--- src/rtl/sx_pkg.sv ---
package sx_pkg;
  localparam int MAXW   = 16;
  localparam int CMDW   = 8;
  localparam int LEN_W  = $clog2(MAXW);
  localparam int NB_W   = $clog2(MAXW + 1);
  localparam int SLOT_W = $clog2(2 * (MAXW + CMDW));

  typedef enum logic [1:0] {
    FMT_SEL   = 2'd0,
    FMT_PULSE = 2'd1,
    FMT_CMD   = 2'd2,
    FMT_SEL2  = 2'd3
  } fmt_e;

  typedef struct packed {
    logic            sclk;
    logic            sel;
    logic            oe;
    logic            drv;
    logic            samp;
    logic            last;
    logic [NB_W-1:0] bidx;
  } slot_t;

  // final slot index of a frame
  function automatic logic slot_is_last(input fmt_e fmt, input logic [NB_W-1:0] nbits,
                                        input logic [SLOT_W-1:0] slot);
    logic [SLOT_W-1:0] n2;
    n2 = SLOT_W'(nbits) << 1;
    case (fmt)
      FMT_PULSE: return slot == (n2 + SLOT_W'(1));
      FMT_CMD:   return slot == (n2 + SLOT_W'(2 * CMDW - 1));
      default:   return slot == (n2 - SLOT_W'(1));
    endcase
  endfunction

  // pin levels and strobes for one half-period slot
  function automatic slot_t slot_decode(input fmt_e fmt, input logic cpol, input logic cpha,
                                        input logic [NB_W-1:0] nbits,
                                        input logic [SLOT_W-1:0] slot, input logic act);
    slot_t d;
    logic [SLOT_W-1:0] hb;
    d  = '0;
    hb = '0;
    if (!act) begin
      d.sclk = (fmt == FMT_PULSE || fmt == FMT_CMD) ? 1'b0 : cpol;
      d.sel  = (fmt != FMT_PULSE);
    end else begin
      d.last = slot_is_last(fmt, nbits, slot);
      case (fmt)
        FMT_PULSE: begin
          hb     = (slot - SLOT_W'(2)) >> 1;
          d.sclk = ~slot[0];
          d.sel  = (slot < SLOT_W'(2));
          if (!d.sel) begin
            d.oe   = 1'b1;
            d.drv  = 1'b1;
            d.samp = slot[0];
            d.bidx = hb[NB_W-1:0];
          end
        end
        FMT_CMD: begin
          hb     = slot >> 1;
          d.sclk = slot[0];
          if (slot < SLOT_W'(2 * CMDW)) begin
            d.oe   = 1'b1;
            d.drv  = 1'b1;
            d.bidx = hb[NB_W-1:0];
          end else begin
            d.samp = slot[0];
          end
        end
        default: begin
          hb     = slot >> 1;
          d.sclk = cpol ^ (cpha ? ~slot[0] : slot[0]);
          d.oe   = 1'b1;
          d.drv  = 1'b1;
          d.samp = slot[0];
          d.bidx = hb[NB_W-1:0];
        end
      endcase
    end
    return d;
  endfunction
endpackage

--- src/rtl/sx_tick.sv ---
module sx_tick #(
  parameter int HALF_W = 8
) (
  input  logic              clk,
  input  logic              rst,
  input  logic              run,
  input  logic [HALF_W-1:0] half,
  output logic              last
);
  logic [HALF_W-1:0] cnt;

  assign last = run && (cnt == (half - HALF_W'(1)));

  always_ff @(posedge clk) begin
    if (rst || !run || last) cnt <= '0;
    else                     cnt <= cnt + HALF_W'(1);
  end
endmodule

--- src/rtl/sx_sequencer.sv ---
module sx_sequencer
  import sx_pkg::*;
#(
  parameter int DIV_W = 8
) (
  input  logic                    clk,
  input  logic                    rst,
  input  logic                    tx_valid,
  input  logic [1:0]              cfg_fmt,
  input  logic [LEN_W-1:0]        cfg_len_m1,
  input  logic                    cfg_cpol,
  input  logic                    cfg_cpha,
  input  logic [DIV_W-1:0]        cfg_div,
  output logic                    start,
  output logic                    adv,
  output logic                    act,
  output logic                    tick_last,
  output logic                    rdy,
  output logic                    sclk_q,
  output logic                    sel_q,
  output logic                    oe_q,
  output logic [NB_W-1:0]         nb_live,
  output slot_t                   d_nxt
);
  fmt_e              fmt_q, fmt_s, fmt_live;
  logic              cpol_q, cpha_q, cpol_s, cpha_s;
  logic [NB_W-1:0]   nb_q, nb_s;
  logic [DIV_W-1:0]  half_q, half_live;
  logic [SLOT_W-1:0] slot, slot_n;
  logic              act_n, fin, keep;

  assign fmt_live  = fmt_e'(cfg_fmt);
  assign nb_live   = (cfg_len_m1 < LEN_W'(3)) ? NB_W'(4) : (NB_W'(cfg_len_m1) + NB_W'(1));
  assign half_live = (cfg_div < DIV_W'(2)) ? DIV_W'(1)
                                           : ((cfg_div >> 1) + DIV_W'(cfg_div[0]));

  sx_tick #(.HALF_W(DIV_W)) u_tick (
    .clk (clk),
    .rst (rst),
    .run (act),
    .half(half_q),
    .last(tick_last)
  );

  always_comb begin
    start  = !act && rdy && tx_valid;
    fin    = act && tick_last && slot_is_last(fmt_q, nb_q, slot);
    adv    = act && tick_last && !fin;
    act_n  = start || (act && !fin);
    slot_n = start ? '0 : (adv ? slot + SLOT_W'(1) : slot);
    keep   = act_n && !start;
    fmt_s  = keep ? fmt_q  : fmt_live;
    cpol_s = keep ? cpol_q : cfg_cpol;
    cpha_s = keep ? cpha_q : cfg_cpha;
    nb_s   = keep ? nb_q   : nb_live;
    d_nxt  = slot_decode(fmt_s, cpol_s, cpha_s, nb_s, slot_n, act_n);
  end

  always_ff @(posedge clk) begin
    if (rst) begin
      act    <= 1'b0;
      slot   <= '0;
      rdy    <= 1'b0;
      sclk_q <= 1'b0;
      sel_q  <= 1'b1;
      oe_q   <= 1'b0;
      fmt_q  <= FMT_SEL;
      cpol_q <= 1'b0;
      cpha_q <= 1'b0;
      nb_q   <= NB_W'(4);
      half_q <= DIV_W'(1);
    end else begin
      act    <= act_n;
      slot   <= slot_n;
      rdy    <= !act_n;
      sclk_q <= d_nxt.sclk;
      sel_q  <= d_nxt.sel;
      oe_q   <= d_nxt.oe;
      if (start) begin
        fmt_q  <= fmt_live;
        cpol_q <= cfg_cpol;
        cpha_q <= cfg_cpha;
        nb_q   <= nb_live;
        half_q <= half_live;
      end
    end
  end
endmodule

--- src/rtl/sx_datapath.sv ---
module sx_datapath
  import sx_pkg::*;
(
  input  logic            clk,
  input  logic            rst,
  input  logic            start,
  input  logic            adv,
  input  logic [1:0]      cfg_fmt,
  input  logic            cfg_loop,
  input  logic [NB_W-1:0] nb_live,
  input  logic [MAXW-1:0] tx_data,
  input  logic            nxt_drv,
  input  logic            nxt_samp,
  input  logic            nxt_last,
  input  logic [NB_W-1:0] nxt_bidx,
  input  logic            ser_din,
  output logic            sdo_q,
  output logic [MAXW-1:0] rx_data,
  output logic            rx_valid
);
  logic [MAXW-1:0] txw, aligned, src, shf, rxsh, rx_next;
  logic            loop_q, rx_in;

  always_comb begin
    if (fmt_e'(cfg_fmt) == FMT_CMD)
      aligned = MAXW'(tx_data[CMDW-1:0]) << (MAXW - CMDW);
    else
      aligned = tx_data << (NB_W'(MAXW) - nb_live);
    src     = start ? aligned : txw;
    shf     = src << nxt_bidx;
    rx_in   = loop_q ? sdo_q : ser_din;
    rx_next = {rxsh[MAXW-2:0], rx_in};
  end

  always_ff @(posedge clk) begin
    if (rst) begin
      txw      <= '0;
      loop_q   <= 1'b0;
      sdo_q    <= 1'b0;
      rxsh     <= '0;
      rx_data  <= '0;
      rx_valid <= 1'b0;
    end else begin
      rx_valid <= 1'b0;
      sdo_q    <= nxt_drv ? shf[MAXW-1] : 1'b0;
      if (start) begin
        txw    <= aligned;
        loop_q <= cfg_loop;
        rxsh   <= '0;
      end else if (adv && nxt_samp) begin
        rxsh <= rx_next;
        if (nxt_last) begin
          rx_data  <= rx_next;
          rx_valid <= 1'b1;
        end
      end
    end
  end
endmodule

--- src/rtl/sx_serial_engine.sv ---
module sx_serial_engine
  import sx_pkg::*;
#(
  parameter int DIV_W = 8
) (
  input  logic             clk,
  input  logic             rst,
  input  logic [1:0]       cfg_fmt,
  input  logic [LEN_W-1:0] cfg_len_m1,
  input  logic             cfg_cpol,
  input  logic             cfg_cpha,
  input  logic [DIV_W-1:0] cfg_div,
  input  logic             cfg_loop,
  input  logic [MAXW-1:0]  tx_data,
  input  logic             tx_valid,
  output logic             tx_ready,
  output logic [MAXW-1:0]  rx_data,
  output logic             rx_valid,
  output logic             ser_clk,
  output logic             ser_sel,
  output logic             ser_dout,
  output logic             ser_dout_en,
  input  logic             ser_din
);
  logic            start, adv, act, tick_last;
  logic [NB_W-1:0] nb_live;
  slot_t           d_nxt;

  sx_sequencer #(.DIV_W(DIV_W)) u_seq (
    .clk       (clk),
    .rst       (rst),
    .tx_valid  (tx_valid),
    .cfg_fmt   (cfg_fmt),
    .cfg_len_m1(cfg_len_m1),
    .cfg_cpol  (cfg_cpol),
    .cfg_cpha  (cfg_cpha),
    .cfg_div   (cfg_div),
    .start     (start),
    .adv       (adv),
    .act       (act),
    .tick_last (tick_last),
    .rdy       (tx_ready),
    .sclk_q    (ser_clk),
    .sel_q     (ser_sel),
    .oe_q      (ser_dout_en),
    .nb_live   (nb_live),
    .d_nxt     (d_nxt)
  );

  sx_datapath u_dp (
    .clk     (clk),
    .rst     (rst),
    .start   (start),
    .adv     (adv),
    .cfg_fmt (cfg_fmt),
    .cfg_loop(cfg_loop),
    .nb_live (nb_live),
    .tx_data (tx_data),
    .nxt_drv (d_nxt.drv),
    .nxt_samp(d_nxt.samp),
    .nxt_last(d_nxt.last),
    .nxt_bidx(d_nxt.bidx),
    .ser_din (ser_din),
    .sdo_q   (ser_dout),
    .rx_data (rx_data),
    .rx_valid(rx_valid)
  );
endmodule

--- config.mk ---
export PLATFORM = sky130hd
export DESIGN_NAME = sx_serial_engine
export DESIGN_NICKNAME = d
export VERILOG_FILES = /design/src/rtl/sx_pkg.sv /design/src/rtl/sx_tick.sv /design/src/rtl/sx_sequencer.sv /design/src/rtl/sx_datapath.sv /design/src/rtl/sx_serial_engine.sv
export SDC_FILE = /design/constraint.sdc
export NUM_CORES = 1
export LEC_CHECK = 0
export BUFFER_PORTS_ARGS = -buffer_cell sky130_fd_sc_hd__buf_2
export CORE_ASPECT_RATIO = 2
export CORE_UTILIZATION = 50
export CTS_CLUSTER_SIZE = 30
export DETAILED_ROUTE_END_ITERATION = 12
export PLACE_DENSITY = 0.69
export RECOVER_POWER = 50
export SLEW_MARGIN = 10
export SYNTH_ARGS = -nofsm -noshare
export SYNTH_HDL_FRONTEND = slang
export SYNTH_SLANG_ARGS = --single-unit
export TNS_END_PERCENT = 50
--- constraint.sdc ---
create_clock -name clk -period 5.9 [get_ports clk]
set_clock_uncertainty 0.15 [all_clocks]
set_input_delay 0.885 -clock clk [delete_from_list [all_inputs] [get_ports clk]]
set_output_delay 0.885 -clock clk [all_outputs]
set_load 0.01 [all_outputs]
== Yosys cells after proc, flatten, opt, wreduce, memory -nomap -nowiden ==
Index checks and enable logic that the tools add are counted.

* Bits in registers: 86
* Input bits: 37
* Output and inout bits: 22
* Word-level logic and storage cells: 105

* Add/sub/neg operators: 13
* $lt $le $gt $ge: 4
* Equality and inequality tests: 13
* Shift-type cells: 2
* Muxes and demuxes: 27
* Bitwise logic cells: 6
* Reduce and logical (&&, ||, !) cells: 22

{| class="wikitable"
|+ Operators by type and width
! cell !! number
|-
| 6-bit == test || 6
|-
| 16-bit 2-to-1 mux || 2
|-
| 16-bit by 5-bit << shifter with 16-bit output || 2
|-
| 5-bit 2-to-1 mux || 4
|-
| 6-bit by 1-bit adder with 6-bit output (second input constant) || 3
|-
| 8-bit 2-to-1 mux || 2
|-
| 6-bit by 4-bit adder with 6-bit output (second input constant) || 2
|-
| 6-bit 2-to-1 mux || 2
|-
| 6-bit by 1-bit subtractor with 6-bit output (second input constant) || 2
|-
| 5-bit one-hot mux with 2 select lines || 1
|-
| 1-bit logical AND || 9
|-
| 7-bit by 1-bit adder with 8-bit output || 1
|-
| 8-bit by 1-bit adder with 8-bit output (second input constant) || 1
|-
| 8-bit == test || 1
|-
| 8-bit by 2-bit < comparator with 1-bit output (second input constant) || 1
|-
| 1-bit 2-to-1 mux || 8
|-
| 8-bit by 1-bit subtractor with 8-bit output (second input constant) || 1
|-
| 2-bit == test (second input constant) || 3
|-
| 6-bit by 2-bit < comparator with 1-bit output (second input constant) || 1
|-
| 6-bit by 5-bit < comparator with 1-bit output (second input constant) || 1
|-
| 2-bit 2-to-1 mux || 3
|-
| 1-bit one-hot mux with 2 select lines || 3
|-
| 3-bit one-hot mux with 2 select lines || 1
|-
| 2-bit OR reduction || 3
|-
| 13 further kinds || 24
|}

== Depth between registers and ports, before layout ==
* Depth in word-level cells: 17
* Depth in mapped cells: 23
* Mapped depth without buffers: 19

== Cells and area by module ==
A second synthesis with hierarchy kept.

* Cells, all modules: 747
* Area, all modules: 5910.7 um^2

{| class="wikitable"
|+ By module, submodules not included
! module !! times used !! cells each !! area each (um^2) !! sequential area each (um^2)
|-
| sx_datapath || 1 || 377 || 3029.2 || 1001.0
|-
| sx_sequencer || 1 || 304 || 2301.0 || 560.5
|-
| sx_tick || 1 || 66 || 580.6 || 160.2
|}

== Least setup slack after synthesis ==
No wires, ideal clock.

* Path kind: register to register
* Start point: register u_seq.fmt_q[0]
* End point: register u_dp.sdo_q
* Library setup time: 0.058 ns
* Data arrival time: 4.771 ns
* Path slack: 0.921 ns
* Stages on the path, launching flop included: 22
* Buffers on the path: 3
* Period minus slack after synthesis: 4.979 ns
* Cell sequence: dfxtp_1 > inv_1 > ha_1 > buf_6 > or3_1 > o221ai_1 > xor2_1 > o2111ai_4 > o31ai_4 > buf_4 > nor2_1 > a21o_1 > ha_1 > clkbuf_1 > inv_1 > nand2_1 > nor2_1 > a22oi_2 > or2_1 > mux4_2 > mux2i_1 > o211a_1

* Word-level cells in the longest chain between the ends: 13
* Elaborated cells on any way between the ends: 27
* Those cells by class: add/sub: 1; order compare: 2; eq/ne: 4; shift: 1; mux: 11; bitwise: 1; reduce/logical: 7

{| class="wikitable"
|+ RTL lines
! element !! RTL line !! RTL
|-
| start, declared || sx_sequencer.sv:25 || <nowiki>fmt_e fmt_q, fmt_s, fmt_live;</nowiki>
|-
| start signal, assigned || sx_sequencer.sv:80 || <nowiki>fmt_q <= fmt_live;</nowiki>
|-
| 2-bit == test / 2-bit by 1-bit == test with 1-bit output (equally long branches) || sx_pkg.sv:30 || <nowiki>case (fmt)</nowiki>
|-
| 1-bit one-hot mux with 2 select lines || sx_pkg.sv:30 ||
|-
| 1-bit logical AND || sx_sequencer.sv:47 || <nowiki>fin = act && tick_last && slot_is_last(fmt_q, nb_q, slot);</nowiki>
|-
| 1-bit logical NOT || sx_sequencer.sv:48, sx_sequencer.sv:49 ||
|-
| 1-bit logical AND, on equally long branches || sx_sequencer.sv:48, sx_sequencer.sv:49 ||
|-
| 6-bit 2-to-1 mux / 1-bit logical OR (equally long branches) || sx_sequencer.sv:50, sx_sequencer.sv:49 ||
|-
| 6-bit 2-to-1 mux / 1-bit logical AND (equally long branches) || sx_sequencer.sv:50, sx_sequencer.sv:51 ||
|-
| 6-bit by 5-bit < comparator with 1-bit output, or another cell as far along || sx_pkg.sv:65 || <nowiki>if (slot < SLOT_W'(2 * CMDW)) begin</nowiki>
|-
| 2-bit 2-to-1 mux, or another cell as far along || sx_pkg.sv:65 ||
|-
| 3-bit one-hot mux with 2 select lines || sx_pkg.sv:50 || <nowiki>case (fmt)</nowiki>
|-
| 8-bit 2-to-1 mux (*) || sx_pkg.sv:45 || <nowiki>if (!act) begin</nowiki>
|-
| parallel branches: the longest is 2 deep, another holds 16-bit by 5-bit << shifter with 16-bit output || - ||
|-
| end signal, assigned || sx_datapath.sv:45 || <nowiki>sdo_q <= nxt_drv ? shf[MAXW-1] : 1'b0;</nowiki>
|-
| end, declared || sx_datapath.sv:17 || <nowiki>output logic sdo_q,</nowiki>
|}

Mark *: on every way between the ends.
A chain may end at the register's enable or synchronous reset.

== Worst setup path in the final report ==
* Start point: register u_seq.fmt_q[0]
* End point: register u_dp.rx_data[14]

* Word-level cells in the longest chain between the ends: 13
* Elaborated cells on any way between the ends: 30
* Those cells by class: add/sub: 3; order compare: 2; eq/ne: 7; mux: 10; reduce/logical: 8

{| class="wikitable"
|+ RTL lines
! element !! RTL line !! RTL
|-
| 2-bit == test / 2-bit by 1-bit == test with 1-bit output (equally long branches) || sx_pkg.sv:30 ||
|-
| 1-bit one-hot mux with 2 select lines || sx_pkg.sv:30 ||
|-
| 1-bit logical AND || sx_sequencer.sv:47 ||
|-
| 1-bit logical NOT || sx_sequencer.sv:48, sx_sequencer.sv:49 ||
|-
| 1-bit logical AND, on equally long branches || sx_sequencer.sv:49, sx_sequencer.sv:48 ||
|-
| 1-bit logical OR / 6-bit 2-to-1 mux (equally long branches) || sx_sequencer.sv:49, sx_sequencer.sv:50 ||
|-
| 1-bit logical AND / 6-bit 2-to-1 mux (equally long branches) || sx_sequencer.sv:51, sx_sequencer.sv:50 ||
|-
| 5-bit 2-to-1 mux, or another cell as far along || sx_sequencer.sv:55 || <nowiki>nb_s = keep ? nb_q : nb_live;</nowiki>
|-
| 6-bit by 1-bit subtractor with 6-bit output, or another cell as far along || sx_pkg.sv:33 || <nowiki>default: return slot == (n2 - SLOT_W'(1));</nowiki>
|-
| 6-bit == test, or another cell as far along || sx_pkg.sv:33 ||
|-
| 1-bit one-hot mux with 2 select lines / 8-bit 2-to-1 mux (equally long branches) || sx_pkg.sv:30, sx_pkg.sv:45 ||
|-
| 8-bit 2-to-1 mux / 1-bit logical AND (equally long branches) || sx_pkg.sv:45, sx_datapath.sv:50 ||
|-
| 3-bit AND reduction (no source line) (*) || - ||
|-
| end signal, assigned || sx_datapath.sv:53 || <nowiki>rx_data <= rx_next;</nowiki>
|-
| end, declared || sx_datapath.sv:18 || <nowiki>output logic [MAXW-1:0] rx_data,</nowiki>
|}

Every way passes the cells marked *; elsewhere a longest branch is shown, timed or not.

==> run summary <==
Status = finished, final reports clean
Max-slew violation count = 0
Worst Path Required = 6.02 ns
Switching power share of the total = 32.8%
Startpoint class of the critical path = flip-flop
CP Class = flip-flop to flip-flop
Tcrit/Tclk final = 92.8%
Power Dens Cells = 244 nW/um^2
Share of layout cells above drive strength 1 = 13.6%
Worst EP arrival = 5.59 ns
Power share of the clock group = 36.9%
Routed vias/inst = 6.04
Placer Congestion = 0.962
Largest cells by area after synthesis = dfxtp_1, mux2i_1, nand2_1
Finish-stage setup viols = 0
RSZ-0062 raised after global routing = false
Maximum fanout along the worst path = 16
Cell variety after synth = 82
TritonRoute pass-1 iters = 5
FMAX = 0.183 GHz
Drt total wl = 15900 um
Most common cell after layout, fill and taps aside = dfxtp_1
Initial antenna violation count = 0
Synth-to-Final Area Change = 11.5%
FF/Latch Area = 1720 um^2
Row cnt = 54
Global-route wire length before repair = 26200 um
Seq pwr share = 39.4%
Actual slew at the worst max-slew pin = 1.48 ns
Max cap viols = 0
Hold Crit Class = flip-flop to flip-flop
HPWL Detailed = 12000 um
Comb power frac = 23.7%
Multi-input logic area = 3700 um^2
Die area = 11900 um^2
Commonest cells after routing, fill and taps aside = dfxtp_1, nand2_1, nor2_1, a21oi_1, mux2i_1
Setup TNS = 0 ns
Vias = 5371
Final Hold Vio Count = 0
Hold buffer count at CTS = 0
CTS tree = built
Worst-path clk slew = 0.07 ns
Cell count after synthesis = 699
Core Util, Final = 57.7%
Sw power = 510 uW
Grt ovf = 0
I/O Pins = 59
Final Cell Area = 6360 um^2
Clk sinks = 86
Yosys top cell area share = 30.2%
Hold path start = u_dp.rxsh[14]$_SDFFE_PP0N_
Pleak = 2.46 nW
Syn_nets = 750
P_int = 1.04 mW
Die height = 153 um
Worst setup startpoint = u_seq.fmt_q[0]$_SDFFE_PP0P_
Slowest CP cell = and3_1
Syn Std Cell Area = 5700 um^2
WL per Instance = 17.8 um
Crit-path cells = inv_1, ha_1, or3_1, o221ai_1, xor2_1, o2111ai_4, o31ai_4, nor2_1, a21o_1, ha_1, inv_1, nand2_1, o22ai_1, xor2_1, nor4_2, and3_1, nand3_1, a21oi_1
IO Port Bufs = 58
Yosys warning count = 0
Fin Hold WS = 0.308 ns
Largest net degree at the start of global routing = 55
Synth Flop Type = dfxtp_1
Filler instances = 1031
Crit end category = flip-flop
Nets = 795
Num CTS Buffers = 9
Max incr delay on CP = 0.62 ns
#FFs+latches synth = 86
RR Startpoint = u_seq.fmt_q[0]$_SDFFE_PP0P_
Max IR drop VDD = 0.000199 V
Clock insertion delay at the later pin of the skew report = 0.35 ns
Max clock buf depth = 2
Register area share after synthesis = 30.2%
Avg Cell Area, Syn = 8.16 um^2
Yosys top cell by area = dfxtp_1
Die width = 77.5 um
Starting DRC count in detailed routing = 214
Clock root buffer master = clkbuf_16
Initial core utilization = 51.8%
Finished Layout Cells = 889
Worst slew margin = 1.34%
Final ANT Viol Nets = 0
Placed cells = 870
Final min period = 5.47 ns
Post-synth ARST share = 0%
CORE AREA = 11000 um^2
Area post-placement = 6070 um^2
EDFF count, synth = 0
ANT cells = 0
DRC Markers = 0
H-tree Lvls = 3
Vias in the first global route = 5423
GRT Total Usage = 28.1%
## cell usage after synthesis, types with 4 or more instances
library cell and count:
a221o_1 5, ha_1 14, and3_1 8, o22ai_1 8, mux2i_1 46, or3_1 5, o21ai_1 12, xor2_1 17
buf_2 6, mux4_2 8, a21oi_1 59, a21o_1 4, nand2_1 79, dfxtp_1 86, clkbuf_1 25, inv_1 24
a211o_1 4, a31oi_1 5, xnor2_1 17, o21ai_0 25, or2_2 4, nor3_1 13, nand3_1 33, a22oi_1 9
nor4_1 4, mux2_2 5, nand3b_1 5, nor2b_1 8, a211oi_1 5, nor2_1 76
## critical path: cells and delay by family (launching register included)
family / cells / cell delay (ns)
XOR/XNOR: 2 / 0.51
AND/OR/NAND/NOR: 6 / 1.86
adder cells (fa/ha/maj): 2 / 0.95
AO/OA/AOI/OAI: 6 / 1.25
buffers and inverters: 2 / 0.32
flip-flops: 1 / 0.35
## what timing repair did
action,4_1_cts,5_1_grt
setup endpoints to repair,1,18
pin swaps,0,1
resized for setup,1,1
gates cloned,0,0
buffers inserted,0,3
## per-stage QoR
step | total power [mW] | worst slack, ns
floorplan | 0.890 | 0.921
global placement | 0.979 | 0.241
detailed placement | 0.987 | 0.0231
CTS | 1.56 | 0.137
global route | 1.62 | 0.0779
finish | 1.55 | 0.427
## per-layer routing
metal / wire, um / global-route usage, %
met1: 5660 / 26.9
met2: 8640 / 54.1
met3: 514 / 3.34
met4: 1050 / 18.3
met5: 0 / 0
## power groups by stage
| stage | clock, mW | combinational [mW] | sequential [mW] |
|---|---|---|---|
| 2_1_floorplan | 0 | 0.270 | 0.620 |
| 3_3_place_gp | 0 | 0.355 | 0.624 |
| 3_5_place_dp | 0 | 0.362 | 0.625 |
| 4_1_cts | 0.583 | 0.364 | 0.611 |
| 5_1_grt | 0.607 | 0.401 | 0.613 |
| 6_report | 0.573 | 0.368 | 0.611 |
## path summary, 6_finish.rpt
path	cells past startpoint	endpoint	slack, ns
worst max-delay path	18	u_dp.rx_data[14]$_SDFFE_PP0P_	0.43
worst min-delay path	2	u_dp.rxsh[14]$_SDFFE_PP0N_	0.31
worst max register to register	18	u_dp.rx_data[14]$_SDFFE_PP0P_	0.43
worst min register to register	2	u_dp.rxsh[14]$_SDFFE_PP0N_	0.31
## sequential cells by signal (all words and copies together) (netlist names), 2 cells and up
name and flops:
u_seq.fmt_q 2, u_seq.u_tick.cnt 8, u_dp.txw 16, u_dp.rx_data 16
u_dp.rxsh 15, u_seq.half_q 8, u_seq.nb_q 5, u_seq.slot 6
## kinds of logic after synthesis
group | after synthesis | share of synthesized area (%)
and+or+nand+nor | 265 | 22.5
DFF | 86 | 30.2
buffers and inverters | 64 | 5.00
muxes | 60 | 12.5
AOI/OAI and AO/OA | 175 | 21.3
adders and majority gates | 14 | 3.07
xor gates and xnor gates | 35 | 5.51
## final cells by class
class                      count  share of cell area, %
clock buffer                   9                   3.54
clock inverter                 7                   1.12
inverter                      24                   1.42
multi-input combinational    549                   58.2
sequential                    86                   27.1
tap                          140                   2.76
timing repair buffer          74                   5.83
No activity file was read; power rests on OpenSTA's default activity.
